==> src/rtl/ram_init_pkg.sv <==
package ram_init_pkg;
  localparam int unsigned REG_W = 32;

  // Per-bank control pair: the start trigger sits on the even bit, the test switch on the odd bit.
  function automatic int unsigned start_pos(input int unsigned bank);
    return 2 * bank;
  endfunction

  function automatic int unsigned test_pos(input int unsigned bank);
    return 2 * bank + 1;
  endfunction
endpackage

==> src/rtl/ric_regs.sv <==
module ric_regs
  import ram_init_pkg::*;
#(
  parameter int unsigned NB = 4
) (
  input  logic             clk,
  input  logic             rst,
  input  logic             wr,
  input  logic [REG_W-1:0] wdata,
  output logic [NB-1:0]    test_mode,
  output logic [NB-1:0]    start_go,
  output logic [REG_W-1:0] rdata
);
  logic [NB-1:0] test_q, test_d;

  always_comb begin
    test_d = test_q;
    for (int k = 0; k < NB; k++) begin
      start_go[k] = wr & wdata[start_pos(k)];
      if (wr) test_d[k] = wdata[test_pos(k)];
    end
  end

  always_ff @(posedge clk) begin
    if (rst) begin
      test_q <= '0;
      rdata  <= '0;
    end else begin
      test_q <= test_d;
      rdata  <= '0;
      for (int k = 0; k < NB; k++) rdata[test_pos(k)] <= test_d[k];
    end
  end

  assign test_mode = test_q;
endmodule

==> src/rtl/ric_mem.sv <==
module ric_mem #(
  parameter int unsigned W  = 17,
  parameter int unsigned AW = 4
) (
  input  logic          clk,
  input  logic          we,
  input  logic [AW-1:0] waddr,
  input  logic [W-1:0]  wdata,
  input  logic          re,
  input  logic [AW-1:0] raddr,
  output logic [W-1:0]  rdata
);
  localparam int unsigned DEPTH = 2 ** AW;
  logic [W-1:0] store [DEPTH];

  always_ff @(posedge clk) begin
    if (we) store[waddr] <= wdata;
    if (re) rdata <= store[raddr];
  end
endmodule

==> src/rtl/ric_bank.sv <==
module ric_bank #(
  parameter int unsigned DW = 16,
  parameter int unsigned AW = 4
) (
  input  logic          clk,
  input  logic          rst,
  input  logic          start_go,
  input  logic          test_mode,
  input  logic          req,
  input  logic          we,
  input  logic [AW-1:0] addr,
  input  logic [DW-1:0] wdata,
  input  logic          wchk,
  output logic          ready,
  output logic          busy,
  output logic          done,
  output logic          rvalid,
  output logic [DW-1:0] rdata,
  output logic          rchk,
  output logic          err
);
  localparam int unsigned WW = DW + 1;

  logic [AW-1:0] fill_cnt;
  logic          busy_q, done_q;
  logic          accept, m_we, m_re;
  logic [AW-1:0] m_waddr;
  logic [WW-1:0] m_wword, m_rword;
  logic          new_chk;
  logic          rvalid_q, rd_test_q;
  logic [AW-1:0] rd_addr_q;

  // Fill sequencer: one address per clock, restart requests ignored while running.
  always_ff @(posedge clk) begin
    if (rst) begin
      busy_q   <= 1'b0;
      done_q   <= 1'b0;
      fill_cnt <= '0;
    end else if (busy_q) begin
      fill_cnt <= fill_cnt + 1'b1;
      if (&fill_cnt) begin
        busy_q <= 1'b0;
        done_q <= 1'b1;
      end
    end else if (start_go) begin
      busy_q   <= 1'b1;
      done_q   <= 1'b0;
      fill_cnt <= '0;
    end
  end

  assign accept  = req & ~busy_q;
  assign new_chk = test_mode ? wchk : ((^wdata) ^ (^addr));

  always_comb begin
    if (busy_q) begin
      m_we    = 1'b1;
      m_waddr = fill_cnt;
      m_wword = {^fill_cnt, {DW{1'b0}}};
    end else begin
      m_we    = accept & we;
      m_waddr = addr;
      m_wword = {new_chk, wdata};
    end
  end

  assign m_re = accept & ~we;

  ric_mem #(.W(WW), .AW(AW)) u_mem (
    .clk   (clk),
    .we    (m_we),
    .waddr (m_waddr),
    .wdata (m_wword),
    .re    (m_re),
    .raddr (addr),
    .rdata (m_rword)
  );

  always_ff @(posedge clk) begin
    if (rst) begin
      rvalid_q  <= 1'b0;
      rd_test_q <= 1'b0;
      rd_addr_q <= '0;
    end else begin
      rvalid_q <= m_re;
      if (m_re) begin
        rd_test_q <= test_mode;
        rd_addr_q <= addr;
      end
    end
  end

  assign ready  = ~busy_q;
  assign busy   = busy_q;
  assign done   = done_q;
  assign rvalid = rvalid_q;
  assign rdata  = m_rword[DW-1:0];
  assign rchk   = m_rword[DW];
  assign err    = rvalid_q & ~rd_test_q &
                  (m_rword[DW] != ((^m_rword[DW-1:0]) ^ (^rd_addr_q)));
endmodule

==> src/rtl/ram_init_ctrl.sv <==
module ram_init_ctrl
  import ram_init_pkg::*;
#(
  parameter int unsigned NUM_BANKS = 4,
  parameter int unsigned ADDR_W    = 4,
  parameter int unsigned DATA_W    = 16
) (
  input  logic                          clk,
  input  logic                          rst,
  input  logic                          reg_wr,
  input  logic [REG_W-1:0]              reg_wdata,
  output logic [REG_W-1:0]              reg_rdata,
  output logic [NUM_BANKS-1:0]          bank_busy,
  output logic [NUM_BANKS-1:0]          bank_done,
  input  logic [NUM_BANKS-1:0]          acc_req,
  input  logic [NUM_BANKS-1:0]          acc_we,
  input  logic [NUM_BANKS*ADDR_W-1:0]   acc_addr,
  input  logic [NUM_BANKS*DATA_W-1:0]   acc_wdata,
  input  logic [NUM_BANKS-1:0]          acc_wchk,
  output logic [NUM_BANKS-1:0]          acc_ready,
  output logic [NUM_BANKS-1:0]          acc_rvalid,
  output logic [NUM_BANKS*DATA_W-1:0]   acc_rdata,
  output logic [NUM_BANKS-1:0]          acc_rchk,
  output logic [NUM_BANKS-1:0]          acc_err
);
  logic [NUM_BANKS-1:0] test_mode, start_go;

  ric_regs #(.NB(NUM_BANKS)) u_regs (
    .clk       (clk),
    .rst       (rst),
    .wr        (reg_wr),
    .wdata     (reg_wdata),
    .test_mode (test_mode),
    .start_go  (start_go),
    .rdata     (reg_rdata)
  );

  for (genvar b = 0; b < NUM_BANKS; b++) begin : g_bank
    ric_bank #(.DW(DATA_W), .AW(ADDR_W)) u_bank (
      .clk       (clk),
      .rst       (rst),
      .start_go  (start_go[b]),
      .test_mode (test_mode[b]),
      .req       (acc_req[b]),
      .we        (acc_we[b]),
      .addr      (acc_addr[b*ADDR_W +: ADDR_W]),
      .wdata     (acc_wdata[b*DATA_W +: DATA_W]),
      .wchk      (acc_wchk[b]),
      .ready     (acc_ready[b]),
      .busy      (bank_busy[b]),
      .done      (bank_done[b]),
      .rvalid    (acc_rvalid[b]),
      .rdata     (acc_rdata[b*DATA_W +: DATA_W]),
      .rchk      (acc_rchk[b]),
      .err       (acc_err[b])
    );
  end
endmodule

==> config.mk <==
export PLATFORM = sky130hd
export DESIGN_NAME = ram_init_ctrl
export DESIGN_NICKNAME = d
export VERILOG_FILES = /design/src/rtl/ram_init_pkg.sv /design/src/rtl/ric_regs.sv /design/src/rtl/ric_mem.sv /design/src/rtl/ric_bank.sv /design/src/rtl/ram_init_ctrl.sv
export SDC_FILE = /design/constraint.sdc
export NUM_CORES = 1
export LEC_CHECK = 0
export BUFFER_PORTS_ARGS = -buffer_cell sky130_fd_sc_hd__buf_2
export CAP_MARGIN = 20
export CORE_ASPECT_RATIO = 1.75
export CORE_MARGIN = 4
export CORE_UTILIZATION = 50
export CTS_BUF_LIST = sky130_fd_sc_hd__clkbuf_16
export CTS_CLUSTER_SIZE = 20
export DETAILED_ROUTE_END_ITERATION = 7
export GPL_TIMING_DRIVEN = 0
export PLACE_DENSITY = 0.76
export REMOVE_ABC_BUFFERS = 1
export SETUP_SLACK_MARGIN = 0.5
export SYNTH_ARGS = -nofsm -noshare
export SYNTH_HDL_FRONTEND = slang
export SYNTH_SLANG_ARGS = --single-unit
==> constraint.sdc <==
create_clock -name clk -period 2.5 [get_ports clk]
set_input_delay 0.125 -clock clk [delete_from_list [all_inputs] [get_ports clk]]
set_output_delay 0.125 -clock clk [all_outputs]
set_load 0.005 [all_outputs]
==> impl_metrics.ini <==
[status]
outcome = finished, violations left
violations = hold timing, setup timing

[floorplan]
die_w_um = 243
die_area_mm2 = 0.102
fp.coreArea_mm2 = 0.0959
start_util_pct = 50.5
die_h_um = 420
floorplan.rows = 150
pin_count = 247

[timing]
min_period_ns = 2.71
max_freq_ghz = 0.370
finalMaxSlewViolations = 0
finalCritPeriodShare_pct = 108
hold_slack_ns = -0.00566
finalHoldViolations = 1
timing.final.ws_setup_ns = -0.206
worst_slew_pin_slew_ns = 1.03
rsz0062_at_grt = yes
relSlewSlack_pct = 31.1
skew_ns = 0.0202
finalSetupViolCount = 4

[placed_design]
globalplace.congestion = 0.776
dp_slack_ns = -0.633
io_buffers = 194
dp.cells = 3689
hpwl_mm = 69.0

[route]
routedWlPerCell_um = 28.7
drc_errors = 0
ant_nets = 0
first_pass_iters = 7
viasPerCell = 6.03
drtIter0Drc = 2376
routed_wirelength_mm = 116
vias = 24353

[worst_setup_path]
end_kind = primary output
arrival_ns = 2.58
cp.required_ns = 2.38
max_stage_delay_ns = 0.48
r2r_cells = 5
crit_top_cell = xnor2_1
worst-setup-path-type = reg -> out
crit_path_max_fanout = 2
cp-start-kind = flip-flop
slowest_stage = xnor3_1
crit_chain = xnor2_2 -> xnor2_1 -> xnor2_1 -> xnor3_1 -> nor3b_2 -> buf_2

[cts]
cts.htree.levels = 3
path_clk_slew_ns = 0.07
clk_path_buf_depth = 3
cts.sinks = 1208
cts_root_buf = clkbuf_16
cts_tree = yes
worstSkewPairLatency_ns = 0.69
cts_inserted_buffers = 103

[power_and_ir_drop]
p_leak_nw = 19.1
power_density_mw_per_mm2 = 736
ir_drop_v = 0.000671

[layout]
drive_gt1_share_pct = 35.6
regArea_mm2 = 0.0358
multi_input_area_mm2 = 0.0125
syn2layout_area_growth_pct = 19.1
fill_cells = 6307
layout.nets = 2799
finalNonFillerCells = 4037

[logic_synthesis]
synth_largest_area_cell = edfxtp_1
synth-async-reset-ratio_pct = 0
syn_area_mm2 = 0.0485
yosysMostFrequentCell = edfxtp_1
synthCells = 2264
ys_types = 36
ys_seq_area_share_pct = 73.8
synth_edf_count = 1156
synth_top_area_share_pct = 71.6
syn_avg_cell_area_um2 = 21.4
synth-seq-cells = 1208
synthTopCellsByArea = edfxtp_1 (72%), mux4_2 (12%), mux4_1 (4.0%)
yosysWarnings = 0
synthTopCellsByCount = edfxtp_1 (1,156), mux4_2 (266), xnor2_1 (130), nor2_1 (120), mux4_1 (74)
synth-main-ff-cell = edfxtp_1

[worst_hold_path]
holdPathStages = 2
hp-class = in -> reg

[grt]
antenna_found_initial = 1
grt_first_pass_wirelength_mm = 170
grt_overflow_total = 0
grt_max_degree = 73
grt_pass1_vias = 25353
gr-usage-all-layers_pct = 22.7

[flow_run]
maxCapViolations = 0
## logic make-up (layout without fill, tap and decap cells)
| kind of cell | count (synthesis) | after routing | synth area share [%] |
|---|---|---|---|
| adders and majority gates | 8 | 8 | 0.207 |
| and+or+nand+nor | 282 | 282 | 2.82 |
| buffers and inverters | 180 | 631 | 2.36 |
| AOI/OAI and AO/OA | 58 | 58 | 0.728 |
| other | 1 | 31 | 0.00774 |
| muxes | 373 | 373 | 17.1 |
| DFF | 1208 | 1208 | 73.8 |
| xor gates and xnor gates | 154 | 154 | 3.01 |
## placed cells by master, fill, tap and decap left out, types with 12 or more instances in the layout
master,n
buf_16,40
nand3_1,12
mux4_1,74
a21oi_1,16
xnor2_2,20
mux4_2,266
dfxtp_1,44
conb_1,28
dlygate4sd3_1,26
clkinv_1,19
buf_4,103
edfxtp_1,1156
nand2_1,18
nand2_2,17
buf_2,186
nor2b_1,64
mux2i_1,25
buf_12,41
inv_1,31
buf_8,29
clkinv_2,18
xor2_1,13
nor2_1,54
nor2_4,65
xnor2_1,110
nor3_1,14
clkbuf_16,106
## through the flow
step	total power [mW]	TNS, ns	util [%]	instance area [µm²]	hold WS (ns)
after floorplan	25.3	-130.38	-	47500	0.194
after global placement	26.5	-2428.64	52.2	50000	0.338
final	42.5	-0.622	60.2	57700	-0.00566
after detailed placement	26.8	-221.81	54.1	51900	0.368
after CTS	42.5	-0.838	59.7	57300	0.000633
after global routing	43.9	-1.02	60.2	57700	0.00374
## layout make-up
cell class | count | share of cell area, %
sequential | 1208 | 62.0
inverter | 11 | 0.0975
antenna | 3 | 0.0130
timing repair buffer | 437 | 7.74
clock buffer | 105 | 4.55
tap | 1292 | 2.80
clock inverter | 78 | 1.09
multi-input combinational | 903 | 21.7
## layer usage
metal / global-route usage, % / wire length [µm]
met1: 27.2 / 40000
met2: 40.8 / 62600
met3: 3.07 / 8010
met4: 10.3 / 5190
met5: 0 / 0
## state kept, by name (all words and copies together), names as in the netlist
name,count
g_bank.u_bank.busy,4
g_bank.u_bank.done,4
g_bank.u_bank.fill_cnt,16
g_bank.u_bank.rd_addr_q,16
g_bank.u_bank.rd_test_q,4
g_bank.u_bank.rvalid,4
g_bank.u_bank.u_mem.rdata,68
g_bank.u_bank.u_mem.store,1088
u_regs.rdata,4
## path summary, 6_finish.rpt
check	start	slack (ns)	to
worst max-delay path	g_bank[3].u_bank.u_mem.rdata[7]$_DFFE_PP_	-0.21	acc_err[3]
worst min-delay path	acc_wdata[25]	-0.006	g_bank[1].u_bank.u_mem.store[1][9]$_DFFE_PP_
worst max register to register	g_bank[2].u_bank.busy$_SDFF_PP0_	0.51	g_bank[2].u_bank.u_mem.store[7][10]$_DFFE_PP_
worst min register to register	g_bank[0].u_bank.done$_SDFFE_PP0P_	0.48	g_bank[0].u_bank.done$_SDFFE_PP0P_
## repair_timing
action | CTS | global route
hold endpoints to repair | 134 | 0
hold buffers | 26 | 0
cloned | 0 | 1
setup buffers | 101 | 34
pin swaps | 77 | 25
gates resized for setup | 129 | 32
endpoints found under the setup margin | 1231 | 757
## where the power goes
| part | total (mW) | internal (mW) | switching [mW] |
|---|---|---|---|
| clock network | 15.7 | 8.71 | 7.01 |
| registers | 23.0 | 22.9 | 0.166 |
| logic | 3.71 | 1.65 | 2.06 |
## worst max-delay path, delay by kind of cell, from the launching register on
kind | cells | cell delay [ns]
XOR/XNOR | 4 | 1.12
flip-flops | 1 | 0.47
AND/OR/NAND/NOR | 1 | 0.19
buffers and inverters | 1 | 0.14
Power figures use the tool's default switching activity.
